$ cat config.mk
export PLATFORM = sky130hd
export DESIGN_NAME = fpm_dram_ctrl
export DESIGN_NICKNAME = d
export VERILOG_FILES = /design/src/rtl/fpm_pkg.sv /design/src/rtl/fpm_delay_cnt.sv /design/src/rtl/fpm_refresh_timer.sv /design/src/rtl/fpm_row_tracker.sv /design/src/rtl/fpm_dram_ctrl.sv
export SDC_FILE = /design/constraint.sdc
export NUM_CORES = 1
export LEC_CHECK = 0
export BUFFER_PORTS_ARGS = -buffer_cell sky130_fd_sc_hd__buf_2
export CAP_MARGIN = 20
export CORE_MARGIN = 8
export CORE_UTILIZATION = 51
export CTS_BUF_LIST = sky130_fd_sc_hd__clkbuf_4 sky130_fd_sc_hd__clkbuf_8
export DETAILED_ROUTE_END_ITERATION = 6
export PLACE_DENSITY = 0.78
export REMOVE_ABC_BUFFERS = 1
export SLEW_MARGIN = 20
export SYNTH_ARGS = -nofsm -noshare
export SYNTH_HDL_FRONTEND = slang
export SYNTH_SLANG_ARGS = --single-unit
export TNS_END_PERCENT = 30
$ cat constraint.sdc
create_clock -name clk_i -period 2.44 [get_ports clk_i]
set_clock_uncertainty 0.05 [all_clocks]
set_input_delay 0.488 -clock clk_i [delete_from_list [all_inputs] [get_ports clk_i]]
set_output_delay 0.488 -clock clk_i [all_outputs]
set_load 0.02 [all_outputs]
$ cat src/rtl/fpm_pkg.sv
package fpm_pkg;
  typedef enum logic [2:0] {
    S_IDLE, S_ACT, S_COL, S_CPRE, S_OPEN, S_PRE, S_RCAS, S_RRAS
  } fpm_state_e;

  function automatic int unsigned max_u(input int unsigned a, input int unsigned b);
    return (a > b) ? a : b;
  endfunction
endpackage

$ cat src/rtl/fpm_delay_cnt.sv
module fpm_delay_cnt #(
  parameter int unsigned W = 4
) (
  input  logic         clk_i,
  input  logic         rst_ni,
  input  logic         load_i,
  input  logic [W-1:0] val_i,
  output logic         zero_o
);
  logic [W-1:0] cnt_q;

  always_ff @(posedge clk_i or negedge rst_ni) begin
    if (!rst_ni)              cnt_q <= '0;
    else if (load_i)          cnt_q <= val_i;
    else if (cnt_q != '0)     cnt_q <= cnt_q - 1'b1;
  end

  assign zero_o = (cnt_q == '0);

  // counter never wraps below zero: a non-loaded zero stays zero
  assert_cnt_no_wrap_R3: assert property (@(posedge clk_i) disable iff (!rst_ni)
    (zero_o && !load_i) |=> zero_o);
endmodule

$ cat src/rtl/fpm_refresh_timer.sv
module fpm_refresh_timer #(
  parameter int unsigned INTERVAL = 1560
) (
  input  logic clk_i,
  input  logic rst_ni,
  input  logic ack_i,
  output logic pend_o
);
  localparam int unsigned W = (INTERVAL > 2) ? $clog2(INTERVAL) : 1;
  localparam logic [W-1:0] LAST = W'(INTERVAL - 1);

  logic [W-1:0] cnt_q;
  logic         tick;
  logic         pend_q;

  assign tick = (cnt_q == LAST);

  always_ff @(posedge clk_i or negedge rst_ni) begin
    if (!rst_ni) begin
      cnt_q  <= '0;
      pend_q <= 1'b0;
    end else begin
      cnt_q <= tick ? '0 : cnt_q + 1'b1;
      if (tick)       pend_q <= 1'b1;
      else if (ack_i) pend_q <= 1'b0;
    end
  end

  assign pend_o = pend_q;

  // a new tick must never land on an unserved request
  assert_no_lost_refresh_R10: assert property (@(posedge clk_i) disable iff (!rst_ni)
    (tick && pend_q) |-> ack_i);
endmodule

$ cat src/rtl/fpm_row_tracker.sv
module fpm_row_tracker #(
  parameter int unsigned ROW_W = 10
) (
  input  logic             clk_i,
  input  logic             rst_ni,
  input  logic             open_i,
  input  logic             close_i,
  input  logic [ROW_W-1:0] load_row_i,
  input  logic [ROW_W-1:0] cmp_row_i,
  output logic             hit_o
);
  logic [ROW_W-1:0] row_q;
  logic             valid_q;

  always_ff @(posedge clk_i or negedge rst_ni) begin
    if (!rst_ni) begin
      row_q   <= '0;
      valid_q <= 1'b0;
    end else if (open_i) begin
      row_q   <= load_row_i;
      valid_q <= 1'b1;
    end else if (close_i) begin
      valid_q <= 1'b0;
    end
  end

  assign hit_o = valid_q && (row_q == cmp_row_i);

  assert_open_close_excl_R5: assert property (@(posedge clk_i) disable iff (!rst_ni)
    !(open_i && close_i));
endmodule

$ cat src/rtl/fpm_dram_ctrl.sv
module fpm_dram_ctrl
  import fpm_pkg::*;
#(
  parameter int unsigned ROW_W        = 10,
  parameter int unsigned COL_W        = 10,
  parameter int unsigned DW           = 16,
  parameter int unsigned T_RCD        = 2,
  parameter int unsigned T_CAS        = 2,
  parameter int unsigned T_CP         = 1,
  parameter int unsigned T_RP         = 3,
  parameter int unsigned T_RAS_REF    = 5,
  parameter int unsigned REF_INTERVAL = 1560
) (
  input  logic                   clk_i,
  input  logic                   rst_ni,
  input  logic                   req_valid_i,
  output logic                   req_ready_o,
  input  logic [ROW_W+COL_W-1:0] req_addr_i,
  input  logic [DW/8-1:0]        req_be_i,
  input  logic                   req_we_i,
  input  logic [DW-1:0]          req_wdata_i,
  output logic [DW-1:0]          rd_data_o,
  output logic                   rd_valid_o,
  output logic                   dram_ras_n_o,
  output logic                   dram_ucas_n_o,
  output logic                   dram_lcas_n_o,
  output logic                   dram_we_n_o,
  output logic                   dram_oe_n_o,
  output logic [fpm_pkg::max_u(ROW_W, COL_W)-1:0] dram_addr_o,
  output logic [DW-1:0]          dram_dq_o,
  output logic                   dram_dq_oe_o,
  input  logic [DW-1:0]          dram_dq_i
);
  localparam int unsigned AW    = ROW_W + COL_W;
  localparam int unsigned MAW   = max_u(ROW_W, COL_W);
  localparam int unsigned LANES = DW / 8;
  localparam int unsigned T_MAX = max_u(max_u(max_u(T_RCD, T_CAS), max_u(T_CP, T_RP)), T_RAS_REF);
  localparam int unsigned CNT_W = $clog2(T_MAX + 1);

  fpm_state_e state_q, state_d;

  logic [ROW_W-1:0] req_row_q;
  logic [COL_W-1:0] req_col_q;
  logic [LANES-1:0] req_be_q;
  logic             req_we_q;
  logic [DW-1:0]    req_wd_q;
  logic             have_req_q;

  logic             ras_n_q, ucas_n_q, lcas_n_q, we_n_q, oe_n_q, dq_oe_q;
  logic [MAW-1:0]   addr_q;
  logic [DW-1:0]    dq_q, rd_data_q;
  logic             rd_valid_q;

  logic             cnt_load, cnt_zero;
  logic [CNT_W-1:0] cnt_val;
  logic             ref_pend, ref_ack;
  logic             row_open, row_close, row_hit;
  logic [ROW_W-1:0] load_row;
  logic             accept;
  logic [COL_W-1:0] cur_col;
  logic [LANES-1:0] cur_be;
  logic             cur_we;
  logic [DW-1:0]    cur_wd;
  logic [DW-1:0]    rd_masked;

  assign req_ready_o = (state_q == S_IDLE || state_q == S_OPEN) && !ref_pend;
  assign accept      = req_valid_i && req_ready_o;
  assign load_row    = (state_q == S_IDLE) ? req_addr_i[AW-1:COL_W] : req_row_q;
  assign cur_col     = accept ? req_addr_i[COL_W-1:0] : req_col_q;
  assign cur_be      = accept ? req_be_i    : req_be_q;
  assign cur_we      = accept ? req_we_i    : req_we_q;
  assign cur_wd      = accept ? req_wdata_i : req_wd_q;

  fpm_delay_cnt #(.W(CNT_W)) u_cnt (
    .clk_i(clk_i), .rst_ni(rst_ni), .load_i(cnt_load), .val_i(cnt_val), .zero_o(cnt_zero)
  );

  fpm_refresh_timer #(.INTERVAL(REF_INTERVAL)) u_ref (
    .clk_i(clk_i), .rst_ni(rst_ni), .ack_i(ref_ack), .pend_o(ref_pend)
  );

  fpm_row_tracker #(.ROW_W(ROW_W)) u_row (
    .clk_i(clk_i), .rst_ni(rst_ni), .open_i(row_open), .close_i(row_close),
    .load_row_i(load_row), .cmp_row_i(req_addr_i[AW-1:COL_W]), .hit_o(row_hit)
  );

  for (genvar l = 0; l < LANES; l++) begin : g_lane
    assign rd_masked[l*8 +: 8] = req_be_q[l] ? dram_dq_i[l*8 +: 8] : 8'h00;
  end

  always_comb begin
    state_d   = state_q;
    cnt_load  = 1'b0;
    cnt_val   = '0;
    ref_ack   = 1'b0;
    row_open  = 1'b0;
    row_close = 1'b0;
    unique case (state_q)
      S_IDLE: begin
        if (ref_pend) begin
          state_d = S_RCAS;
          ref_ack = 1'b1;
        end else if (req_valid_i) begin
          state_d  = S_ACT;
          cnt_load = 1'b1;
          cnt_val  = CNT_W'(T_RCD - 1);
          row_open = 1'b1;
        end
      end
      S_ACT: if (cnt_zero) begin
        state_d  = S_COL;
        cnt_load = 1'b1;
        cnt_val  = CNT_W'(T_CAS - 1);
      end
      S_COL: if (cnt_zero) begin
        state_d  = S_CPRE;
        cnt_load = 1'b1;
        cnt_val  = CNT_W'(T_CP - 1);
      end
      S_CPRE: if (cnt_zero) state_d = S_OPEN;
      S_OPEN: begin
        if (ref_pend || (req_valid_i && !row_hit)) begin
          state_d   = S_PRE;
          cnt_load  = 1'b1;
          cnt_val   = CNT_W'(T_RP - 1);
          row_close = 1'b1;
        end else if (req_valid_i) begin
          state_d  = S_COL;
          cnt_load = 1'b1;
          cnt_val  = CNT_W'(T_CAS - 1);
        end
      end
      S_PRE: if (cnt_zero) begin
        if (have_req_q) begin
          state_d  = S_ACT;
          cnt_load = 1'b1;
          cnt_val  = CNT_W'(T_RCD - 1);
          row_open = 1'b1;
        end else begin
          state_d = S_IDLE;
        end
      end
      S_RCAS: begin
        state_d  = S_RRAS;
        cnt_load = 1'b1;
        cnt_val  = CNT_W'(T_RAS_REF - 1);
      end
      S_RRAS: if (cnt_zero) begin
        state_d  = S_PRE;
        cnt_load = 1'b1;
        cnt_val  = CNT_W'(T_RP - 1);
      end
      default: state_d = S_IDLE;
    endcase
  end

  always_ff @(posedge clk_i or negedge rst_ni) begin
    if (!rst_ni) begin
      state_q    <= S_IDLE;
      req_row_q  <= '0;
      req_col_q  <= '0;
      req_be_q   <= '0;
      req_we_q   <= 1'b0;
      req_wd_q   <= '0;
      have_req_q <= 1'b0;
      ras_n_q    <= 1'b1;
      ucas_n_q   <= 1'b1;
      lcas_n_q   <= 1'b1;
      we_n_q     <= 1'b1;
      oe_n_q     <= 1'b1;
      dq_oe_q    <= 1'b0;
      addr_q     <= '0;
      dq_q       <= '0;
      rd_data_q  <= '0;
      rd_valid_q <= 1'b0;
    end else begin
      state_q    <= state_d;
      rd_valid_q <= 1'b0;
      if (accept) begin
        req_row_q  <= req_addr_i[AW-1:COL_W];
        req_col_q  <= req_addr_i[COL_W-1:0];
        req_be_q   <= req_be_i;
        req_we_q   <= req_we_i;
        req_wd_q   <= req_wdata_i;
        have_req_q <= 1'b1;
      end
      if (state_d != state_q) begin
        unique case (state_d)
          S_ACT: begin
            ras_n_q <= 1'b0;
            addr_q  <= MAW'(load_row);
          end
          S_COL: begin
            have_req_q <= 1'b0;
            addr_q     <= MAW'(cur_col);
            ucas_n_q   <= ~cur_be[1];
            lcas_n_q   <= ~cur_be[0];
            we_n_q     <= ~cur_we;
            oe_n_q     <= cur_we;
            dq_q       <= cur_wd;
            dq_oe_q    <= cur_we;
          end
          S_CPRE: begin
            ucas_n_q <= 1'b1;
            lcas_n_q <= 1'b1;
            we_n_q   <= 1'b1;
            oe_n_q   <= 1'b1;
            dq_oe_q  <= 1'b0;
            if (!req_we_q) begin
              rd_data_q  <= rd_masked;
              rd_valid_q <= 1'b1;
            end
          end
          S_PRE: begin
            ras_n_q  <= 1'b1;
            ucas_n_q <= 1'b1;
            lcas_n_q <= 1'b1;
          end
          S_RCAS: begin
            ucas_n_q <= 1'b0;
            lcas_n_q <= 1'b0;
            we_n_q   <= 1'b1;
            oe_n_q   <= 1'b1;
          end
          S_RRAS:  ras_n_q <= 1'b0;
          default: ;
        endcase
      end
    end
  end

  assign rd_data_o     = rd_data_q;
  assign rd_valid_o    = rd_valid_q;
  assign dram_ras_n_o  = ras_n_q;
  assign dram_ucas_n_o = ucas_n_q;
  assign dram_lcas_n_o = lcas_n_q;
  assign dram_we_n_o   = we_n_q;
  assign dram_oe_n_o   = oe_n_q;
  assign dram_addr_o   = addr_q;
  assign dram_dq_o     = dq_q;
  assign dram_dq_oe_o  = dq_oe_q;

  // a RAS fall with CAS already low must have had CAS low beforehand
  assert_cbr_cas_first_R9: assert property (@(posedge clk_i) disable iff (!rst_ni)
    ($fell(ras_n_q) && !(ucas_n_q && lcas_n_q)) |-> (!$past(ucas_n_q) && !$past(lcas_n_q)));

  assert_cas_idle_outside_pulse_R7: assert property (@(posedge clk_i) disable iff (!rst_ni)
    (state_q inside {S_IDLE, S_ACT, S_CPRE, S_OPEN, S_PRE}) |-> (ucas_n_q && lcas_n_q));

  assert_page_ras_low_R5: assert property (@(posedge clk_i) disable iff (!rst_ni)
    (state_q == S_OPEN) |-> !ras_n_q);

  assert_rd_valid_single_R8: assert property (@(posedge clk_i) disable iff (!rst_ni)
    rd_valid_q |=> !rd_valid_q);

  assert_no_bus_fight_R8: assert property (@(posedge clk_i) disable iff (!rst_ni)
    !oe_n_q |-> !dq_oe_q);
endmodule

# Word level (Yosys, flattened, before mapping)
# Index checks and enable logic that the tools add are counted.
# word_totals
reg_bits,118
wordCells,131
# classes
n_bitwise,4
muxes,57
eq_ne,16
add_sub_neg,2
n_reduce_logical,30
# op_table
operator,n
3-bit two-way mux,11
1-bit two-way mux,26
3-bit case mux with 8 select lines,1
"3-bit == test, second input constant",7
10-bit two-way mux,2
10-bit case mux with 2 select lines,1
3-bit case mux with 6 select lines,1
16-bit two-way mux,1
8-bit two-way mux,2
2-bit nonzero test,7
"3-bit by 2-bit == test with 1-bit output, second input constant",4
2-bit AND reduction,6
"11-bit by 1-bit adder with 11-bit output, second input constant",1
"11-bit == test, second input constant",1
11-bit two-way mux,1
10-bit == test,1
1-bit case mux with 2 select lines,5
"3-bit by 1-bit == test with 1-bit output, second input constant",2
3-bit logical NOT,2
2-bit two-way mux,3
1-bit case mux with 3 select lines,2
3-bit nonzero test,2
2-bit OR reduction,3
1-bit case mux with 5 select lines,1
8 further kinds,16

# Depth between registers and ports, before layout
# Gate-level depths: netlist of the first run.
# depth
depth_word,11
ltp_mapped,11
ltp_nobuf,9

# Cells and area by module
# From an unflattened synthesis of the first run, not the netlist that was laid out.
# unflattened
cells_unflattened,437
area_unflattened_um2,5372.7
# by_module_without_submodules
mod,area_each_um2,instances,cells_per_inst
fpm_dram_ctrl,4067.7,1,329
fpm_row_tracker,555.5,1,38
fpm_refresh_timer,548.0,1,49
fpm_delay_cnt,201.4,1,21

# Worst setup path before layout of the first run
# No wires, ideal clock.
# synth_timing
path_type,register to register
from,register u_cnt.cnt_q[0]
to,"register addr_q[1], in the netlist dram_addr_o[1]"
path_stages_with_launch,12
setup_slack_ns,-0.169
required_time_ns,2.265
t_arrival_ns,2.434
cell_sequence,dfrtp_1 -> inv_1 -> ha_1 -> nor2b_1 -> a211oi_1 -> o21ai_1 -> or3b_1 -> buf_2 -> nor3b_4 -> or2_4 -> buf_6 -> mux2_4
# synth_via
elab_chain_len,6
word_cells_on_any_way,13
cone_classes,eq/ne (3); mux (7); reduce/logical (3)
# synth_lines
element,line_no,source
from (decl),fpm_delay_cnt.sv:10,logic [W-1:0] cnt_q;
from (signal assigned),fpm_delay_cnt.sv:14,else if (load_i) cnt_q <= val_i;
from (signal assigned),fpm_delay_cnt.sv:15,else if (cnt_q != '0) cnt_q <= cnt_q - 1'b1;
3-bit logical NOT (*),fpm_delay_cnt.sv:18,assign zero_o = (cnt_q == '0);
"3-bit two-way mux, on equally long branches",--,
3-bit case mux with 8 select lines (*),fpm_dram_ctrl.sv:98,unique case (state_q)
3-bit by 2-bit == test with 1-bit output or 3-bit by 1-bit == test with 1-bit output (tied branches),fpm_dram_ctrl.sv:188,unique case (state_d)
2-bit nonzero test (no line),--,
2-bit AND reduction (no line),--,
to (signal assigned),fpm_dram_ctrl.sv:191,addr_q <= MAW'(load_row);
to (signal assigned),fpm_dram_ctrl.sv:195,addr_q <= MAW'(cur_col);
to (decl),fpm_dram_ctrl.sv:50,logic [MAW-1:0] addr_q;
# Mark *: on every way between the ends. The rest lies on a longest branch, timed or not.
# A chain may end at the register's enable or synchronous reset.

# Worst setup path after layout of the first run
# layout_timing
from,register u_row.row_q[0]
to,"register addr_q[4], in the netlist dram_addr_o[4]"
# layout_via
elab_chain_len,10
word_cells_on_any_way,13
cone_classes,eq/ne (4); mux (3); reduce/logical (6)
# layout_lines
element,line_no,source
from (decl),fpm_row_tracker.sv:12,logic [ROW_W-1:0] row_q;
from (signal assigned),fpm_row_tracker.sv:20,row_q <= load_row_i;
10-bit == test (*),fpm_row_tracker.sv:27,assign hit_o = valid_q && (row_q == cmp_row_i);
1-bit logical AND (*),fpm_row_tracker.sv:27,
1-bit logical NOT (*),fpm_dram_ctrl.sv:122,if (ref_pend || (req_valid_i && !row_hit)) begin
1-bit logical AND (*),fpm_dram_ctrl.sv:122,
1-bit logical OR (*),fpm_dram_ctrl.sv:122,
3-bit two-way mux (*),fpm_dram_ctrl.sv:122,
3-bit case mux with 8 select lines (*),fpm_dram_ctrl.sv:98,
3-bit by 2-bit == test with 1-bit output or 3-bit by 1-bit == test with 1-bit output (tied branches),fpm_dram_ctrl.sv:188,
2-bit nonzero test (no line),--,
2-bit AND reduction (no line),--,
# Marked as above.

==> results.md, run 1 <==
- Clk slew on worst S/H paths: 0.07 ns
- EDFF count, synth: 0
- Min Clock Period, post-route: 2.46 ns
- Initial Utilization: 0.517
- Power Dens Cells: 1340 mW/mm²
- Avg WL per Cell: 16.6 µm
- Gr usage total: 0.182
- Area after DPL: 0.00622 mm²
- CP Buf/Inv Count: 1
- Met1 capacity usage during global routing: 0.221
- FFs w/ async S/R, synth: 1.00
- Finished Core Util: 0.663
- Crit path max-delay family: simple AND/OR/NAND/NOR gates
- Synth Instances: 445
- Slowest CP cell: dfrtp_1
- FILL cells: 761
- Total clock buffers created by CTS: 17
- Final setup vio count: 15
- RSZ-0062 raised after global routing: yes
- 1st-pass router iterations: 4
- Largest area contributor in the synthesized netlist: dfrtp_1
- Top cells by area, synth: dfrtp_1 54%, mux2_2 12%, nand2_1 3.3%, o21ai_0 3.0%, mux2_4 2.6%
- Place WS: -0.230 ns
- Die X: 118 µm
- Worst-Skew Late Latency: 0.42 ns
- Grt peak-use layer: met2
- Rel. slew slack: 0.632
- Netlist Area Pre-Place: 0.00526 mm²
- Inst Count DP: 705
- Number of H-tree levels: 4
- Final hold violation count: 0
- Die area: 0.0138 mm²
- Worst Path Max Fanout: 6
- Synth cell count leaders: 113 x dfrtp_1, 55 x mux2_2, 46 x nand2_1
- CTS tree: done
- Mean Syn Cell Area: 11.8 µm²
- Layout cells sized above 1: 0.449
- Cell Count, Final, Fillers Out: 740
- Most frequent cell after synthesis: dfrtp_1
- CTS Buffer Depth: 2
- First-pass GRT wire length: 20600 µm
- Area delta synth->final: 28.4%
- Final Max Tran Viols: 0
- Routed vias: 3931
- Antenna cells: 0
- Core area: 0.0102 mm²
- Failing checks: negative setup slack
- CP peak stage delay: 0.41 ns
- Crit path arrival time: 2.71 ns
- Max-cap viol count: 0
- GR met3 Demand/Resource: 0.0859
- Ys flop type: dfrtp_1
- Die Y: 118 µm
- Synth top area share: 0.537
- Yosys warns: 0
- Avg Vias per Cell: 5.31
- Number of synthesized register bits: 118
- Peak supply drop: 0.703 mV
- # DRC: 0
- Initial antenna violation count: 0
- Distinct cells, synth: 49
- Vias in the first global route: 4216
- Final GP Congestion: 0.925
- Worst Tran Pin Value: 0.552 ns
- Port buffer count: 107
- Worst setup margin: -0.0188 ns
- GRT Residual Overflow: 0
- Post-DP HPWL: 8580 µm
- Detail Route Antenna Nets: 0
- Post-synthesis sequential area ratio: 0.562
- Fmax: 407 MHz
- PnR Total Power: 9080 µW
- CTS Sinks: 118
- Critical Path RT: 2.69 ns
- Pin count of the biggest net entering global routing: 56
- Final period util: 1.01
- Fin area: 0.00676 mm²
- FP Rows: 37
- Critical path launch point type: flop
- Crit. End Element: flop
- Status: complete, but fails checks
- CP cell instances: xnor2_2 > nand4_1 > buf_4 > nor4_2 > or3b_1 > nor3b_4 > or2_4 > mux2_4
- Root buf cell: clkbuf_8
- Min-Delay Path Class: input port to async pin
- Drt first-iter violations: 213
- Leak pwr: 0.00316 µW
- Post-layout nets: 652
- WL final: 12300 µm
- Critical path class: flop to flop
- # IOs: 108
- Global Route met2 Usage: 0.283
layout by cell type (no fill, tap or decap), types with 5 or more instances in the layout:
cell and n:
buf_4 39, inv_1 6, mux2i_1 11, nand3_1 7, xnor2_1 11, nor2_1 26
dfstp_2 5, mux2_4 9, a21oi_1 17, o31a_1 10, o21ai_0 32, dfrtp_1 113
buf_2 106, nand4_1 5, clkbuf_8 20, nand2_1 46, mux2_2 55
path summary, 6_finish.rpt:
check	start	endpoint	slack, ns	cells past startpoint
max reg2reg	u_row.row_q[0]	dram_addr_o[4]	-0.02	8
max	u_row.row_q[0]	dram_addr_o[4]	-0.02	8
min	rst_ni	req_col_q[4]	0.008	1
min reg2reg	rd_data_o[15]	rd_data_o[15]	0.43	2
min in group clk_i	req_wdata_i[3]	req_wd_q[3]	0.26	2
max in group asynchronous	rst_ni	dram_we_n_o	1.60	2
what timing repair did:
action / 4_1_cts / 5_1_grt
cloned: 1 / 0
setup buffers: 1 / 1
setup endpoints to repair: 31 / 31
gates resized for setup: 9 / 9
hold buffers: 0 / 0
pin swaps: 1 / 5
routing by layer:
layer	wire length, µm	share of wire
met3	1220	0.10
met2	5640	0.46
met5	0	0
met4	96	0.0078
met1	5290	0.43
final cells by class:
cell class,instances,area (µm²),share of cell area
repair buffers,150,918,0.136
multi-input cells,297,2260,0.334
inverters,7,26.3,0.00389
clock inverters,9,125,0.0185
flip-flops and latches,118,2960,0.438
well taps,136,170,0.0252
clock buffers,23,298,0.0441
per-stage QoR:
step | hold WS, ns | TNS, ns
2_1_floorplan | 0.142 | -27.25
3_3_place_gp | 0.408 | -4.24
3_5_place_dp | 0.420 | -5.67
4_1_cts | 0.0105 | 0
5_1_grt | 0.0335 | -2.88
6_report | 0.00767 | -0.134
cell families (layout without fill, tap and decap cells):
logic type | Yosys count | in the layout | synth area share
AO/OA/AOI/OAI | 85 | 85 | 0.105
AND/OR/NAND/NOR | 115 | 116 | 0.106
adder cells (fa/ha/maj) | 3 | 3 | 0.00713
buffers and inverters | 31 | 189 | 0.0254
multiplexers | 75 | 75 | 0.164
XOR/XNOR | 18 | 18 | 0.0300
flip-flops | 118 | 118 | 0.562
registers in the layout (all words and copies together) (netlist names), 3 cells and up:
| signal | cells |
|---|---|
| dram_addr_o | 10 |
| dram_dq_o | 16 |
| rd_data_o | 16 |
| req_col_q | 10 |
| req_row_q | 10 |
| req_wd_q | 16 |
| state_q | 3 |
| u_cnt.cnt_q | 3 |
| u_ref.cnt_q | 11 |
| u_row.row_q | 10 |
worst register-to-register path, stage by stage, from the launching register on:
cell and delay [ns]:
dfrtp_1 0.41, xnor2_2 0.14, nand4_1 0.23, buf_4 0.21, nor4_2 0.26, or3b_1 0.18, nor3b_4 0.28, or2_4 0.27
mux2_4 0.33
power by group:
part | switching, µW | leakage, µW | internal (µW)
logic | 2070 | 0.00150 | 1900
clock network | 748 | 0.000216 | 1120
registers | 453 | 0.00144 | 2790
Note: power is estimated with default switching activity, not from simulation.
==> inputs of run 2 (changes only) <==
--- a/config.mk
+++ b/config.mk
@@ -11,6 +11,7 @@
 export CORE_UTILIZATION = 51
 export CTS_BUF_LIST = sky130_fd_sc_hd__clkbuf_4 sky130_fd_sc_hd__clkbuf_8
 export DETAILED_ROUTE_END_ITERATION = 6
+export MAX_ROUTING_LAYER = met4
 export PLACE_DENSITY = 0.78
 export REMOVE_ABC_BUFFERS = 1
 export SLEW_MARGIN = 20
==> run 2 against run 1 <==
Compared with the run above:
- the flow still finishes with violations (negative setup slack)
- non-clock buffer count is 1 higher
- clock power barely moved
- first-iteration DRC count down 22%
- routed wire length increased by 0.60%
- cell count increased by 0.14%
- die area is the same
- total power increased by 0.36%
- clock-buffer cell count decreased by 5
- critical path depth grew 1
- via count grew 1.9%
- critical path type unchanged
- critical endpoint is now dram_addr_o[1]
==> results.md, run 2 (same netlist as run 1, synthesis figures left out) <==
- Min Clock Period, post-route: 2.48 ns (+0.0258 ns)
- # IOs: 108 (unchanged)
- Fmax: 402 MHz (-1.0%)
- Pin count of the biggest net entering global routing: 52 (-7.1%)
- Worst Tran Pin Value: 0.440 ns (-0.112 ns)
- Peak supply drop: 0.650 mV (-7.5%)
- Root buf cell: clkbuf_8
- FILL cells: 775 (+1.8%)
- Port buffer count: 107 (unchanged)
- Status: complete, but fails checks
- Commonest non-fill, non-tap cell in the layout: dfrtp_1
- Final Max Tran Viols: 0 (unchanged)
- Post-layout nets: 653 (+0.15%)
- Avg WL per Cell: 16.6 µm (+0.46%)
- Crit. End Element: flop
- CTS tree: done
- Total clock buffers created by CTS: 17 (unchanged)
- Die X: 118 µm (unchanged)
- Register Area: 0.00296 mm² (unchanged)
- Antenna cells: 0 (unchanged)
- 1st-pass router iterations: 5 (+1)
- Initial antenna violation count: 0 (unchanged)
- Final period util: 1.02 (+0.0106)
- WL final: 12300 µm (+0.60%)
- First-pass GRT wire length: 20900 µm (+1.2%)
- Crit path arrival time: 2.74 ns (+0.03 ns)
- Most frequent cells in the layout: 113 x dfrtp_1, 106 x buf_2, 55 x mux2_2
- Slowest CP cell: dfrtp_1
- Multi-input gate area: 0.00227 mm² (+0.61%)
- Worst setup margin: -0.0446 ns (-0.0258 ns)
- Vias in the first global route: 4327 (+2.6%)
- Rel. slew slack: 0.707 (+0.0746)
- CP peak stage delay: 0.38 ns (-0.03 ns)
- Failing checks: negative setup slack
- CP cell instances: inv_2 > ha_4 > nor2b_4 > a211oi_2 > o21ai_1 > or3b_1 > nor3b_4 > or2_4 > mux2_4
- Drt first-iter violations: 167 (-22%)
- Max-cap viol count: 0 (unchanged)
- CTS Sinks: 118 (unchanged)
- Worst Path Max Fanout: 6 (unchanged)
- Clk slew on worst S/H paths: 0.08 ns (about the same)
- Gr usage total: 0.188 (+0.00604)
- Final hold violation count: 0 (unchanged)
- FP Rows: 37 (unchanged)
- Min-Delay Path Class: input port to flop
- Area delta synth->final: 28.8%
- Die Y: 118 µm (unchanged)
- Number of H-tree levels: 4 (unchanged)
- RSZ-0062 raised after global routing: yes
- Layout cells sized above 1: 0.451 (+0.00256)
- Critical Path RT: 2.70 ns (about the same)
- Area after DPL: 0.00621 mm² (-0.12%)
- Leak pwr: 0.00316 µW (about the same)
- Detail Route Antenna Nets: 0 (unchanged)
- # DRC: 0 (unchanged)
- Core area: 0.0102 mm² (unchanged)
- Critical path launch point type: flop
- CTS Buffer Depth: 2 (unchanged)
- Avg Vias per Cell: 5.41 (+1.8%)
- Worst-Skew Late Latency: 0.42 ns (about the same)
- Routed vias: 4006 (+1.9%)
- Power Dens Cells: 1340 mW/mm² (about the same)
- Final GP Congestion: 0.919 (-0.59%)
- Critical path class: flop to flop
- PnR Total Power: 9110 µW (+0.36%)
- Post-DP HPWL: 8820 µm (+2.8%)
- Die area: 0.0138 mm² (unchanged)
- Final setup vio count: 11 (-4)
- GRT Residual Overflow: 0 (unchanged)
- Fin area: 0.00678 mm² (+0.33%)
- Initial Utilization: 0.517 (unchanged)
-- run 2: worst paths after layout --
kind	start	slack, ns	endpoint	depth (start not counted)
max in group asynchronous	rst_ni	1.10	dram_oe_n_o	3
setup reg to reg	u_cnt.cnt_q[0]	-0.04	dram_addr_o[1]	9
setup / recovery	u_cnt.cnt_q[0]	-0.04	dram_addr_o[1]	9
hold reg to reg	rd_data_o[11]	0.43	rd_data_o[11]	2
min in group asynchronous	rst_ni	0.49	req_col_q[4]	2
hold / removal	req_wdata_i[13]	0.25	req_wd_q[13]	2
-- run 2: repair_timing --
action,in CTS,in global routing
endpoints found under the hold margin,30,0
gates cloned,1,0
hold buffers,1,0
setup endpoints to repair,31,36
gates resized for setup,6,15
setup buffers,0,3
pin swaps,5,8
-- run 2: cell type report --
class,instances,area share
Timing Repair Buffer,151,0.137
Inverter,7,0.00388
Clock inverter,14,0.0257
Clock buffer,18,0.0365
Tap cell,136,0.0251
Sequential cell,118,0.437
Multi-Input combinational cell,297,0.335
-- run 2: critical path: cells and delay by family (launching register included) --
family	cells	cell delay, ns
flops	1	0.38
fa+ha+maj	1	0.16
compound gates	2	0.36
simple gates	4	1.04
mux	1	0.31
buf+inv	1	0.06
-- run 2: metal layers --
layer  routed length [µm]  vias to the layer above  GRT usage
li1                     -                     1862          -
met1                 5270                     1943      0.222
met2                 5790                      182      0.293
met3                 1080                       19     0.0671
met4                  186                        0     0.0641
met5                    0                        -          -
-- run 2: per-stage QoR --
stage	instances	setup slack, ns	hold slack, ns	setup TNS, ns	utilization
global route	741	-0.125	0.236	-1.98	0.666
CTS	738	-0.0338	0.236	-0.303	0.656
global placement	704	-0.194	0.403	-4.55	0.610
finish	741	-0.0446	0.254	-0.303	0.666
detailed placement	704	-0.214	0.407	-5.72	0.610
floorplan	421	-1.26	0.142	-27.25	-
-- run 2: report_power, final --
| part | switching (µW) | internal (µW) | leakage, µW | total [µW] |
|---|---|---|---|---|
| Clock | 828 | 1050 | 0.000202 | 1870 |
| Combinational | 2080 | 1900 | 0.00151 | 3980 |
| Sequential | 473 | 2780 | 0.00144 | 3260 |
| Total | 3380 | 5730 | 0.00316 | 9110 |
